[config.mk]
export PLATFORM = sky130hd
export DESIGN_NAME = vcfg_unit
export DESIGN_NICKNAME = d
export VERILOG_FILES = /design/src/rtl/vcfg_pkg.sv /design/src/rtl/vcfg_decode.sv /design/src/rtl/vcfg_limit.sv /design/src/rtl/vcfg_unit.sv
export SDC_FILE = /design/constraint.sdc
export NUM_CORES = 1
export LEC_CHECK = 0
export BUFFER_PORTS_ARGS = -buffer_cell sky130_fd_sc_hd__buf_4
export CAP_MARGIN = 5
export CORE_UTILIZATION = 50
export CTS_CLUSTER_SIZE = 16
export DETAILED_ROUTE_END_ITERATION = 8
export PLACE_DENSITY = 0.81
export SLEW_MARGIN = 20
export SYNTH_ARGS = -nofsm -noshare
export SYNTH_HDL_FRONTEND = slang
export SYNTH_SLANG_ARGS = --single-unit
export TNS_END_PERCENT = 50
[constraint.sdc]
create_clock -name clk -period 1.4 [get_ports clk]
set_input_delay 0.21 -clock clk [delete_from_list [all_inputs] [get_ports clk]]
set_output_delay 0.21 -clock clk [all_outputs]
set_load 0.02 [all_outputs]
[src/rtl/vcfg_pkg.sv]
package vcfg_pkg;

    typedef enum logic [2:0] {
        GRP_RSVD = 3'b000,
        GRP_F8   = 3'b001,
        GRP_F4   = 3'b010,
        GRP_F2   = 3'b011,
        GRP_X1   = 3'b100,
        GRP_X2   = 3'b101,
        GRP_X4   = 3'b110,
        GRP_X8   = 3'b111
    } grp_code_e;

    typedef enum logic [2:0] {
        EW_8  = 3'b000,
        EW_16 = 3'b001,
        EW_32 = 3'b010,
        EW_64 = 3'b011
    } ew_code_e;

    // log2 of the integer multiplier code used as unity
    localparam int GRP_UNITY = 4;
    // element width code 0 means 2^3 bits
    localparam int EW_LOG_BASE = 3;

endpackage

[src/rtl/vcfg_decode.sv]
module vcfg_decode
    import vcfg_pkg::*;
#(
    parameter int ELEN = 64
) (
    input  logic [2:0] grp_code,
    input  logic [2:0] ew_code,
    output logic       legal,
    output logic [3:0] shamt
);
    localparam int ELEN_LOG = $clog2(ELEN);

    int ew_log;
    int ew_limit;

    always_comb begin
        ew_log = int'(ew_code) + EW_LOG_BASE;
        if (int'(grp_code) >= GRP_UNITY) begin
            ew_limit = ELEN_LOG;
        end else begin
            // fractional grouping narrows the widest legal element
            ew_limit = ELEN_LOG - (GRP_UNITY - int'(grp_code));
        end
        legal = (grp_code != GRP_RSVD) && (ew_code <= EW_64) && (ew_log <= ew_limit);
        // VLMAX = (VLEN*8) >> (ew_log + 7 - grp_code)
        if (legal) begin
            shamt = 4'(ew_log + 7 - int'(grp_code));
        end else begin
            shamt = 4'd0;
        end
    end

endmodule

[src/rtl/vcfg_limit.sv]
module vcfg_limit #(
    parameter int VLEN  = 256,
    parameter int AVL_W = 32
) (
    input  logic                       legal,
    input  logic [3:0]                 shamt,
    input  logic [AVL_W-1:0]           avl,
    output logic [$clog2(VLEN):0]      vlmax,
    output logic [$clog2(VLEN):0]      vl
);
    localparam int VLMAX_W  = $clog2(VLEN) + 1;
    localparam int SCALED_W = VLMAX_W + 3;
    localparam int CMP_W    = (AVL_W > VLMAX_W) ? AVL_W : VLMAX_W;
    localparam logic [SCALED_W-1:0] SCALED = SCALED_W'(VLEN) << 3;

    logic [SCALED_W-1:0] full;
    logic [CMP_W-1:0]    avl_x;
    logic [CMP_W-1:0]    max_x;

    always_comb begin
        full  = SCALED >> shamt;
        vlmax = legal ? full[VLMAX_W-1:0] : '0;
        avl_x = CMP_W'(avl);
        max_x = CMP_W'(vlmax);
        if (!legal) begin
            vl = '0;
        end else if (avl_x < max_x) begin
            vl = avl_x[VLMAX_W-1:0];
        end else begin
            vl = vlmax;
        end
    end

endmodule

[src/rtl/vcfg_unit.sv]
module vcfg_unit
    import vcfg_pkg::*;
#(
    parameter int VLEN  = 256,
    parameter int ELEN  = 64,
    parameter int AVL_W = 32
) (
    input  logic                    clk,
    input  logic                    rst_n,
    input  logic                    req_valid,
    output logic                    req_ready,
    input  logic [AVL_W-1:0]        req_avl,
    input  logic [2:0]              req_lmul,
    input  logic [2:0]              req_sew,
    input  logic                    req_ta,
    input  logic                    req_ma,
    output logic                    res_valid,
    output logic [$clog2(VLEN):0]   res_vlmax,
    output logic [$clog2(VLEN):0]   res_vl,
    output logic [2:0]              res_lmul,
    output logic [2:0]              res_sew,
    output logic                    res_ta,
    output logic                    res_ma,
    output logic                    res_vill
);
    localparam int VLMAX_W = $clog2(VLEN) + 1;

    typedef struct packed {
        logic               ready;
        logic               valid;
        logic [VLMAX_W-1:0] vlmax;
        logic [VLMAX_W-1:0] vl;
        logic [2:0]         grp;
        logic [2:0]         ew;
        logic               ta;
        logic               ma;
        logic               ill;
    } cfg_state_t;

    localparam cfg_state_t RESET_STATE = '{
        ready: 1'b0, valid: 1'b0, vlmax: '0, vl: '0,
        grp: 3'b000, ew: 3'b000, ta: 1'b0, ma: 1'b0, ill: 1'b1
    };

    cfg_state_t state_d, state_q;
    logic               cfg_legal;
    logic [3:0]         cfg_shamt;
    logic [VLMAX_W-1:0] cand_vlmax;
    logic [VLMAX_W-1:0] cand_vl;
    logic               accept;

    vcfg_decode #(.ELEN(ELEN)) u_decode (
        .grp_code (req_lmul),
        .ew_code  (req_sew),
        .legal    (cfg_legal),
        .shamt    (cfg_shamt)
    );

    vcfg_limit #(.VLEN(VLEN), .AVL_W(AVL_W)) u_limit (
        .legal (cfg_legal),
        .shamt (cfg_shamt),
        .avl   (req_avl),
        .vlmax (cand_vlmax),
        .vl    (cand_vl)
    );

    assign accept = req_valid && state_q.ready;

    always_comb begin
        state_d       = state_q;
        state_d.ready = 1'b1;
        state_d.valid = 1'b0;
        if (accept) begin
            state_d.valid = 1'b1;
            if (cfg_legal) begin
                state_d.vlmax = cand_vlmax;
                state_d.vl    = cand_vl;
                state_d.grp   = req_lmul;
                state_d.ew    = req_sew;
                state_d.ta    = req_ta;
                state_d.ma    = req_ma;
                state_d.ill   = 1'b0;
            end else begin
                state_d.vlmax = '0;
                state_d.vl    = '0;
                state_d.grp   = 3'b000;
                state_d.ew    = 3'b000;
                state_d.ta    = 1'b0;
                state_d.ma    = 1'b0;
                state_d.ill   = 1'b1;
            end
        end
    end

    always_ff @(posedge clk or negedge rst_n) begin
        if (!rst_n) begin
            state_q <= RESET_STATE;
        end else begin
            state_q <= state_d;
        end
    end

    assign req_ready = state_q.ready;
    assign res_valid = state_q.valid;
    assign res_vlmax = state_q.vlmax;
    assign res_vl    = state_q.vl;
    assign res_lmul  = state_q.grp;
    assign res_sew   = state_q.ew;
    assign res_ta    = state_q.ta;
    assign res_ma    = state_q.ma;
    assign res_vill  = state_q.ill;

    p_vl_bound_r5: assert property (@(posedge clk) disable iff (!rst_n)
        res_vl <= res_vlmax);

    p_avl_zero_r5: assert property (@(posedge clk) disable iff (!rst_n)
        (req_valid && req_ready && req_avl == '0) |=> (res_vl == '0));

    p_ill_clears_r6: assert property (@(posedge clk) disable iff (!rst_n)
        res_vill |-> (res_vl == '0 && res_vlmax == '0 && res_lmul == 3'b000 &&
                      res_sew == 3'b000 && !res_ta && !res_ma));

    p_resp_next_r7: assert property (@(posedge clk) disable iff (!rst_n)
        (req_valid && req_ready) |=> res_valid);

    p_hold_r7: assert property (@(posedge clk) disable iff (!rst_n)
        !(req_valid && req_ready) |=> (!res_valid && $stable(res_vl) &&
                                       $stable(res_vlmax) && $stable(res_vill)));

    p_reserved_grp_r1: assert property (@(posedge clk) disable iff (!rst_n)
        (req_valid && req_ready && req_lmul == 3'b000) |=> res_vill);

    p_eighth_width_r4: assert property (@(posedge clk) disable iff (!rst_n)
        (ELEN <= 64 && req_valid && req_ready && req_lmul == 3'b001 &&
         req_sew != 3'b000) |=> res_vill);

endmodule

==> results of run 1 <==
[routing by layer]
metal,vias to the layer above,global-route usage (%),wire (µm)
met3,173,22.0,1680
li1,1044,-,-
met2,375,82.3,5300
met5,-,0,0
met4,0,39.2,1600
met1,1293,44.9,3520
[cells by family after synthesis]
logic type / share of synthesized area [%]
AOI/OAI and AO/OA: 18.7
xor gates and xnor gates: 1.32
adders and majority gates: 16.8
and+or+nand+nor: 21.9
other: 0.189
buffers and inverters: 4.41
DFF: 36.6
[power by group through the flow]
stage	Combinational (µW)	Sequential (µW)	Clock [µW]
2_1_floorplan	432	990	0
3_3_place_gp	948	931	0
3_5_place_dp	977	932	0
4_1_cts	1070	920	1040
5_1_grt	1380	930	1100
6_report	1340	931	1070
[worst register-to-register path: cells and delay by family, from the launching register on]
family,cells,cell delay (ps)
AND/OR/NAND/NOR,3,510
AO/OA/AOI/OAI,2,670
flip-flops,1,400
[stage by stage]
stage	worst slack [ps]	cells	setup TNS, ps
after global routing	-2710	388	-44390
after CTS	-2030	386	-36200
final	-2640	388	-42060
after detailed placement	-2380	370	-45100
after floorplan	-1960	209	-33480
after global placement	-2200	370	-40430
[synthesized netlist by cell type, drive strengths merged (2+ instances only)]
master | number | area share, %
o31ai | 4 | 2.3
and4 | 2 | 1.0
dfrtp | 28 | 35
nor4 | 5 | 1.6
clkbuf | 3 | 0.63
nand4 | 5 | 1.6
nor2 | 15 | 2.8
nor3 | 7 | 2.0
nand2 | 21 | 4.1
nor2b | 3 | 0.95
inv | 11 | 2.1
ha | 25 | 16
buf | 3 | 1.7
a32oi | 9 | 4.0
and2 | 4 | 1.3
a21oi | 5 | 1.3
a22o | 7 | 3.1
nand3 | 8 | 2.0
xnor2 | 3 | 1.3
nand3b | 3 | 1.1
nand4b | 2 | 0.88
o21ai | 19 | 4.8
[placed cells by master, fill, tap and decap left out, types with 4 or more instances in the layout]
master	Yosys	routed
nand4_1	5	5
ha_1	25	12
inv_1	11	6
buf_6	3	10
clkbuf_8	0	5
a32oi_1	9	7
buf_4	0	116
dfrtp_1	28	28
ha_4	0	10
a22o_1	7	7
nand2_1	20	18
nor2_1	15	11
o21ai_2	0	6
nand3_2	0	5
nor3_1	6	4
nor4_1	5	4
o21ai_1	7	9
[timing repair]
item | in CTS | in global routing
cloned | 1 | 0
endpoints found under the hold margin | 28 | 0
buffers inserted | 7 | 7
pin swaps | 27 | 12
gates resized for setup | 29 | 29
hold buffers | 1 | 0
setup endpoints to repair | 26 | 26
[final timing paths]
check                      depth (start not counted)                      from                       end  slack, ps
max                                               17               req_lmul[1]     res_vl[8]$_DFFE_PN0P_      -2640
max in group asynchronous                          2                     rst_n      res_vill$_DFFE_PN1P_        700
min in group asynchronous                          2                     rst_n     res_vl[4]$_DFFE_PN0P_        380
min                                                2                    req_ma        res_ma$_DFFE_PN0P_        140
max reg2reg                                        5       req_ready$_DFF_PN0_     res_vl[8]$_DFFE_PN0P_       -330
min reg2reg                                        2  res_vlmax[4]$_DFFE_PN0P_  res_vlmax[4]$_DFFE_PN0P_        510
[sequential cells by signal (all words and copies together), names as in the netlist]
register	flops
res_ta	1
res_vill	1
res_ma	1
res_lmul	3
req_ready	1
res_sew	3
res_vlmax	9
res_vl	9
res_valid	1
[area by class of cell]
type	instances	area (µm²)
inverter	11	65.1
multi-input combinational	164	1580
timing repair buffer	128	1010
clock buffer	5	68.8
fill	98	174
clock inverter	3	65.1
sequential	29	727
tap	48	60.1
==> metrics.yaml, run 1 <==
outcome: "complete, but fails checks"
violations: "DRC, setup timing"
ir_worst_vdd_mv: 0.947
synth_edf_count: 0
ant_nets: 0
start_kind: "input pin"
slowest_delay_ps: 550
syn_to_final_growth_pct: 79.9
cts_buffer_depth: 2
synthArstFlopShare_pct: 100
finalWirelength_um: 12100
power.internal_uw: 2200
syn_area_um2: 1980
synth_cells: 208
first_iter_violations: 486
leakage_uw: 0.00169
setup_ws_ps: -2640
p_comb_share_pct: 40.0
hold_ws_ps: 145
max_freq_mhz: 248
dpl.hpwl_um: 4920
slew_viol_final: 0
clockPowerShare_pct: 32.1
gp_congestion: 0.932
required_ps: 1540
worst_setup_path_end_kind: "flop"
final_util_pct: 95.4
cts_root_buf: "clkbuf_8"
gr-total-overflow: 0
p_sw_share_pct: 34.1
initial_core_util_pct: 53.0
critical_path_class: "input pin to flop"
grt_first_pass_wirelength_um: 14600
post-route-drc-count: 1
p_switching_uw: 1140
ys_types: 45
fin_crit_ps: 4040
crit_buf_inv: 3
clkLatencyLatePin_ps: 290
postSynthAreaPerCell_um2: 9.54
tightestPinTransition_ps: 602
path_cells: "buf_8 -> clkinvlp_4 -> ha_4 -> ha_4 -> nor2b_4 -> o21ai_2 -> ha_1 -> nor4b_4 -> o2111ai_2 -> a221o_2 -> buf_6 -> nand3b_1 -> ha_1 -> a21boi_0 -> o21ai_4 -> a32oi_1 -> o21ai_1"
power.density_nw_per_um2: 935
final_area_um2: 3570
layout-drive-gt1-share_pct: 60.0
h-tree-depth: 2
grt_pass1_vias: 2795
firstDrtPassIters: 9
coreArea_um2: 3740
fin_worst_skew_ps: 2.92
die_h_um: 65
finalHoldViolCount: 0
grt_max_degree: 30
antenna_found_initial: 0
final_net_count: 408
maxCapViolCount: 0
placed_cell_area_um2: 3060
cp_top_family: "compound AO/OA/AOI/OAI gates"
critPathArrivalTime_ps: 4180
rows: 22
avgRoutedWirePerCell_um: 31.1
antenna-diode-count: 0
clk_pin_slew_ps: 70
period_share_pct: 288
avgViaCountPerCell: 7.44
path_max_fanout: 8
numClockSinks: 29
ys_warn_count: 0
io_buffers: 71
io_pins: 72
synth.ff_latch_count: 29
seq_power_share_pct: 27.9
rsz0062_at_grt: "true"
crit_slowest_cell: "a32oi_1"
ys.flop_type: "dfrtp_1"
cts_buffers: 5
die_w_um: 65
slew_headroom_pct: 59.8
die_area_um2: 4230
setup_viol_count_final: 26
synth_seq_area_share_pct: 36.6
grt_usage_pct: 48.8
cts_tree: "built"
power_uw: 3340
hold_path_class: "input pin to flop"
vias: 2885
No activity file was read; power rests on OpenSTA's default activity.
==> run 2: changes to the inputs <==
==> constraint.sdc (replaced) <==
create_clock -name clk -period 1.4 [get_ports clk]
set_input_delay 0.21 -clock clk [delete_from_list [all_inputs] [get_ports clk]]
set_output_delay 0.21 -clock clk [all_outputs]
set_load 0.05 [all_outputs]
==> metrics.yaml, run 2 <==
cts_buffer_depth: 2  # unchanged
synth.ff_latch_count: 29  # unchanged
rows: 22  # unchanged
synth_seq_area_share_pct: 36.6  # unchanged
synth_top_area_share_pct: 35.3  # unchanged
syn_area_um2: 1980  # unchanged
io_buffers: 71  # unchanged
die_w_um: 65  # unchanged
placed_cell_area_um2: 3040  # was 3060 µm²
cts_buffers: 5  # unchanged
gr-total-overflow: 14
synthTopCellsByArea: "dfrtp_1 35%, ha_1 16%, a32oi_1 4.0%"  # unchanged
synth_common_cells: "28 x dfrtp_1, 25 x ha_1, 20 x nand2_1, 15 x nor2_1, 12 x o21ai_0"  # unchanged
grt_max_degree: 30
die_h_um: 65  # unchanged
initial_core_util_pct: 53.0  # unchanged
grt_usage_pct: 72.3
gp_congestion: 0.900  # was 0.932
synth_edf_count: 0  # unchanged
ys_warn_count: 0  # unchanged
ys_types: 45  # unchanged
h-tree-depth: 2  # unchanged
synth_cells: 208  # unchanged
ys.flop_type: "dfrtp_1"  # unchanged
numClockSinks: 29  # unchanged
synthArstFlopShare_pct: 100  # unchanged
dpl.hpwl_um: 4790  # was 4920 µm
yosysTopAreaCell: "dfrtp_1"  # unchanged
haltStage: "global routing (5_1_grt)"
grt-worst-endpoint: "res_vl[4]$_DFFE_PN0P_/D"
synth_most_common_cell: "dfrtp_1"  # unchanged
worst-ep-kind: "register input"
postSynthAreaPerCell_um2: 9.54  # unchanged
post-place-ws_ps: -2340  # was -2380 ps
cts_root_buf: "clkbuf_8"  # unchanged
error: "[ERROR GRT-0232] Routing congestion too high. Check the congestion heatmap in the GUI."
io_pins: 72  # unchanged
outcome: "stopped before the end"  # was complete, but fails checks
-- run 2: cell counts after synthesis --
Identical to the previous run, type by type.
-- run 2: per-layer routing --
metal  GRT overflow  track usage, %
met4              8            71.1
met2              6            90.2
met3              0            59.0
met1              0            69.8
met5              0            23.6
-- run 2: kinds of logic after synthesis --
group / Yosys count / share of synthesized area (%)
flops: 29 / 36.6
simple gates: 81 / 21.9
xor+xnor: 3 / 1.32
compound gates: 51 / 18.7
other cells: 1 / 0.189
fa+ha+maj: 26 / 16.8
buf+inv: 17 / 4.41
-- run 2: timing repair --
item | in CTS
endpoints found under the hold margin | 28
hold buffers | 1
pin swaps | 29
cloned | 2
gates resized for setup | 34
setup buffers | 17
endpoints found under the setup margin | 26
-- run 2: per-stage QoR --
stage / cells / util [%] / hold slack, ps
floorplan: 209 / - / -85.6
global placement: 367 / 81.2 / 144
detailed placement: 367 / 81.2 / 147
CTS: 395 / 93.5 / 142
==> run 3: changes to the inputs <==
--- a/config.mk
+++ b/config.mk
@@ -7,10 +7,9 @@
 export LEC_CHECK = 0
 export BUFFER_PORTS_ARGS = -buffer_cell sky130_fd_sc_hd__buf_4
 export CAP_MARGIN = 5
-export CORE_UTILIZATION = 50
-export CTS_CLUSTER_SIZE = 16
+export CORE_UTILIZATION = 40
 export DETAILED_ROUTE_END_ITERATION = 8
-export PLACE_DENSITY = 0.81
+export PLACE_DENSITY_LB_ADDON = 0.15
 export SLEW_MARGIN = 20
 export SYNTH_ARGS = -nofsm -noshare
 export SYNTH_HDL_FRONTEND = slang
==> metrics.yaml, run 3 (same netlist as run 1, synthesis figures left out) <==
die_w_um: 72.4  # was 65 µm
hold_path_class: "input pin to flop"
grt_max_degree: 30
final_common_cell: "buf_4"
slew_viol_final: 0
cts_buffers: 5  # unchanged
h-tree-depth: 2  # unchanged
post-route-drc-count: 0
post-place-ws_ps: -2390  # was -2340 ps
vias: 2210
grt_usage_pct: 25.6
worst_setup_path_end_kind: "flop"
maxCapViolCount: 0
final_util_pct: 74.3
first_iter_violations: 108
numClockSinks: 29  # unchanged
path_max_fanout: 8
clkLatencyLatePin_ps: 280
avgRoutedWirePerCell_um: 15.8
power_uw: 2860
firstDrtPassIters: 4
cts_tree: "built"
initial_core_util_pct: 41.7  # was 53.0%
rsz0062_at_grt: "true"
outcome: "complete, but fails checks"  # was stopped before the end
final-seq-area_um2: 727
violations: "setup timing"
rows: 25  # was 22
required_ps: 1560
gp_congestion: 0.976  # was 0.900
cts_buffer_depth: 2  # unchanged
fin_crit_ps: 3470
syn_to_final_growth_pct: 78.0
period_share_pct: 248
finalWirelength_um: 6520
layout-drive-gt1-share_pct: 59.1
avgViaCountPerCell: 5.36
antenna-diode-count: 0
start_kind: "input pin"
setup_viol_count_final: 26
cts_root_buf: "clkbuf_8"  # unchanged
critical_path_class: "input pin to flop"
grt_pass1_vias: 2228
multi_input_area_um2: 1520
die_h_um: 72.4  # was 65 µm
fillers: 359
ir_worst_vdd_mv: 0.674
dpl.hpwl_um: 4550  # was 4790 µm
die_area_um2: 5250
critPathArrivalTime_ps: 3630
hold_ws_ps: 138
coreArea_um2: 4750
finalHoldViolCount: 0
final_cell_mix: "121 x buf_4, 28 x dfrtp_1, 18 x nand2_1"
power.density_nw_per_um2: 811
io_buffers: 71  # unchanged
clk_pin_slew_ps: 60
gr-total-overflow: 0
grt_first_pass_wirelength_um: 10200
final_net_count: 413
antenna_found_initial: 0
leakage_uw: 0.00169
ant_nets: 0
setup_ws_ps: -2070
fin_worst_skew_ps: 4.08
io_pins: 72  # unchanged
max_freq_mhz: 288
[run 3: repair_timing]
action                                 4_1_cts  5_1_grt
endpoints found under the hold margin       28        0
hold buffers                                 1        0
pin swaps                                   37       12
setup endpoints to repair                   26       26
buffers inserted                            15        4
gates resized for setup                     27       24
cloned                                       2        0
[run 3: worst paths after layout]
| kind | startpoint | end | slack, ps | depth (start not counted) |
|---|---|---|---|---|
| max | req_sew[1] | res_vl[5]$_DFFE_PN0P_ | -2070 | 18 |
| min | req_ta | res_ta$_DFFE_PN0P_ | 140 | 2 |
| max reg2reg | req_ready$_DFF_PN0_ | res_vl[1]$_DFFE_PN0P_ | -20 | 5 |
| min reg2reg | res_vlmax[2]$_DFFE_PN0P_ | res_vlmax[2]$_DFFE_PN0P_ | 480 | 2 |
| max in group asynchronous | rst_n | res_vill$_DFFE_PN1P_ | 710 | 2 |
| min in group asynchronous | rst_n | res_vlmax[5]$_DFFE_PN0P_ | 380 | 2 |
[run 3: worst max-delay path, cell delays in order]
cell	delay, ps
buf_6	90
inv_6	30
ha_4	260
inv_4	40
ha_4	250
ha_4	120
inv_2	40
fa_2	360
xnor2_2	160
xnor2_2	320
and2_4	220
buf_4	130
nand3b_1	90
ha_2	350
a21boi_0	380
o21ai_4	180
a32oi_4	300
o31ai_4	100
[run 3: area by class of cell]
class,instances,area share [%]
multi-input cells,164,42.9
repair buffers,133,29.9
flip-flops and latches,29,20.6
well taps,67,2.37
clock buffers,5,1.95
inverters,11,1.84
clock inverters,3,0.496
[run 3: stage by stage]
step	cells	area [µm²]	setup TNS [ps]
2_1_floorplan	209	2150	-33510
3_3_place_gp	392	3110	-42080
3_5_place_dp	392	3110	-43070
4_1_cts	418	3460	-34840
5_1_grt	412	3530	-37810
6_report	412	3530	-34530
[run 3: layer usage]
metal  global-route usage (%)  routed length (µm)
met1                     30.5                2690
met2                     43.7                3180
met3                     5.69                 473
met4                     12.4                 172
met5                        0                   0
[run 3: power by group]
part | internal (µW) | switching [µW]
Sequential | 890 | 29.6
Clock | 342 | 328
Combinational | 606 | 670
Total | 1840 | 1030
==> run 4: changes to the inputs <==
--- a/config.mk
+++ b/config.mk
@@ -7,7 +7,7 @@
 export LEC_CHECK = 0
 export BUFFER_PORTS_ARGS = -buffer_cell sky130_fd_sc_hd__buf_4
 export CAP_MARGIN = 5
-export CORE_UTILIZATION = 40
+export CORE_UTILIZATION = 50
 export DETAILED_ROUTE_END_ITERATION = 8
 export PLACE_DENSITY_LB_ADDON = 0.15
 export SLEW_MARGIN = 20
==> metrics.yaml, run 4 (same netlist as run 1, synthesis figures left out) <==
outcome: "complete, but fails checks"  # unchanged
violations: "DRC, setup timing"  # was setup timing
ant_nets: 0  # unchanged
final-seq-area_um2: 727  # unchanged
seq_power_share_pct: 27.5  # was 32.1%
vias: 2910  # was 2,210
die_h_um: 65  # was 72.4 µm
reg2reg_from: "req_ready$_DFF_PN0_"  # unchanged
final_common_cell: "buf_4"  # unchanged
slew_headroom_pct: 58.6
crit_buf_inv: 2  # was 5
hp-start: "req_ta"  # unchanged
p_switching_uw: 1290  # was 1030 µW
critPathArrivalTime_ps: 4030  # was 3630 ps
holdPathStages: 2  # unchanged
avgRoutedWirePerCell_um: 29.8  # was 15.8 µm
leakage_uw: 0.00171  # was 0.00169 µW
io_buffers: 71  # unchanged
gp_congestion: 1.01  # was 0.976
r2r_slack_ps: -150  # was -20 ps
max_freq_mhz: 261  # was 288 MHz
numClockSinks: 29  # unchanged
start_kind: "input pin"  # unchanged
power.density_nw_per_um2: 953  # was 811 nW/µm²
r2r_cells: 5  # unchanged
avgViaCountPerCell: 7.33  # was 5.36
power.internal_uw: 2110  # was 1840 µW
grt_usage_pct: 44.7  # was 25.6%
required_ps: 1600  # was 1560 ps
finalHoldViolCount: 0  # unchanged
coreArea_um2: 3740  # was 4750 µm²
critical_path_class: "input pin to flop"  # unchanged
die_w_um: 65  # was 72.4 µm
hold_path_class: "input pin to flop"  # unchanged
fin_crit_ps: 3830  # was 3470 ps
period_share_pct: 273  # was 248%
p_sw_share_pct: 38.0  # was 35.9%
grt_max_degree: 30  # unchanged
initial_core_util_pct: 53.0  # was 41.7%
dpl.hpwl_um: 5000  # was 4550 µm
fillers: 96  # was 359
path_max_fanout: 5  # was 8
placed_cell_area_um2: 3090  # was 3110 µm²
clk_pin_slew_ps: 80  # was 60 ps
min_to: "res_ta$_DFFE_PN0P_"  # unchanged
multi_input_area_um2: 1540  # was 1520 µm²
path_cells: "buf_4 -> inv_1 -> ha_4 -> ha_4 -> nor2b_4 -> o21ai_2 -> ha_1 -> nor4b_4 -> o2111ai_2 -> a221o_2 -> nand3b_1 -> ha_4 -> a21oi_2 -> o21ai_2 -> o21ai_2 -> and4_4 -> a32oi_1 -> o21ai_2"  # was buf_6 -> inv_6 -> ha_4 -> inv_4 -> ha_4 -> ha_4 -> inv_2 -> fa_2 -> xnor2_2 -> xnor2_2 -> and2_4 -> buf_4 -> nand3b_1 -> ha_2 -> a21boi_0 -> o21ai_4 -> a32oi_4 -> o31ai_4
crit_top_cell: "o21ai_2"  # was ha_4
final_area_um2: 3560  # was 3530 µm²
cts_tree: "built"  # unchanged
maxCapViolCount: 0  # unchanged
r2r_end: "res_vl[6]$_DFFE_PN0P_"  # was res_vl[1]$_DFFE_PN0P_
post-route-drc-count: 2  # was 0
first_iter_violations: 506  # was 108
grt_pass1_vias: 2738  # was 2,228
layout-drive-gt1-share_pct: 59.9  # was 59.1%
cts_buffers: 5  # unchanged
cp_top_family: "compound AO/OA/AOI/OAI gates"  # was adder cells
firstDrtPassIters: 9  # was 4
antenna_found_initial: 0  # unchanged
antenna-diode-count: 0  # unchanged
hold_ws_ps: 170  # was 138 ps
clockPowerShare_pct: 29.0  # was 23.4%
setup_viol_count_final: 26  # unchanged
ir_worst_vdd_mv: 0.872  # was 0.674 mV
tightestPinTransition_ps: 615
rows: 22  # was 25
grt_first_pass_wirelength_um: 13600  # was 10,200 µm
clkLatencyLatePin_ps: 300  # was 280 ps
finalWirelength_um: 11800  # was 6520 µm
worst_setup_path_end_kind: "flop"  # unchanged
setup_ws_ps: -2430  # was -2070 ps
gr-total-overflow: 0  # unchanged
h-tree-depth: 2  # unchanged
p_comb_share_pct: 43.5  # was 44.5%
final_net_count: 417  # was 413
fin_worst_skew_ps: 6.09  # was 4.08 ps
slowest_delay_ps: 490  # was 380 ps
rsz0062_at_grt: "true"  # unchanged
slew_viol_final: 0  # unchanged
cts_root_buf: "clkbuf_8"  # unchanged
final_cell_mix: "128 x buf_4, 28 x dfrtp_1, 19 x nand2_1"  # was 121 x buf_4, 28 x dfrtp_1, 18 x nand2_1
syn_to_final_growth_pct: 79.6  # was 78.0%
cts_buffer_depth: 2  # unchanged
die_area_um2: 4230  # was 5250 µm²
io_pins: 72  # unchanged
crit_slowest_cell: "a221o_2"  # was a21boi_0
[run 4: cell count changes in the layout (fill, tap and decap cells not counted), moves of 2 or more]
| cell | previous run | this run |
|---|---|---|
| o21ai_1 | 10 | 6 |
| o21ai_2 | 4 | 9 |
| clkinv_2 | 2 | 0 |
| buf_6 | 9 | 5 |
| buf_4 | 121 | 128 |
[run 4: layout make-up]
class                      count  area share [%]
multi-input combinational    165            43.1
clock buffer                   6            2.32
sequential                    29            20.4
tap                           48            1.68
inverter                      11            1.83
timing repair buffer         136            29.7
clock inverter                 2            1.05
[run 4: worst max path at each step]
stage / endpoint / start / cells after the start / slack [ps]
2_1_floorplan: res_vl[4]$_DFFE_PN0P_ / req_sew[0] / 19 / -1960
3_3_place_gp: res_vl[7]$_DFFE_PN0P_ / req_lmul[1] / 17 / -2270
3_5_place_dp: res_vl[8]$_DFFE_PN0P_ / req_sew[0] / 20 / -2410
4_1_cts: res_vl[5]$_DFFE_PN0P_ / req_lmul[1] / 17 / -1970
5_1_grt: res_vl[4]$_DFFE_PN0P_ / req_sew[0] / 20 / -2590
6_report: res_vl[6]$_DFFE_PN0P_ / req_lmul[0] / 18 / -2430
[run 4: power groups by stage]
stage	Clock, µW	Combinational (µW)	Sequential [µW]
after floorplan	0	432	1100
after global placement	0	1080	930
after detailed placement	0	1110	932
after CTS	921	1230	922
after global routing	1010	1500	933
final	985	1480	935
[run 4: what timing repair did]
item / CTS / global route
pin swaps: 17 / 15
hold buffers: 1 / 0
gates resized for setup: 28 / 21
gates cloned: 1 / 1
endpoints found under the setup margin: 26 / 26
hold endpoints to repair: 28 / 0
setup buffers: 6 / 6
[run 4: metrics by stage]
step                util, %  worst slack, ps  total power (µW)  setup TNS (ps)  std cells
finish                 95.2            -2430              3400          -42180        397
global placement       82.6            -2270              2010          -41980        374
floorplan                 -            -1960              1530          -33510        209
detailed placement     82.6            -2410              2050          -44540        374
CTS                    91.0            -1970              3070          -35330        390
global route           95.2            -2590              3450          -44260        397
[run 4: layer usage]
| layer | global-route usage (%) | wire (µm) | vias up |
|---|---|---|---|
| li1 | - | - | 1062 |
| met1 | 45.5 | 3580 | 1281 |
| met2 | 82.0 | 5210 | 396 |
| met3 | 12.7 | 1630 | 171 |
| met4 | 22.5 | 1420 | 0 |
| met5 | 0 | 0 | - |
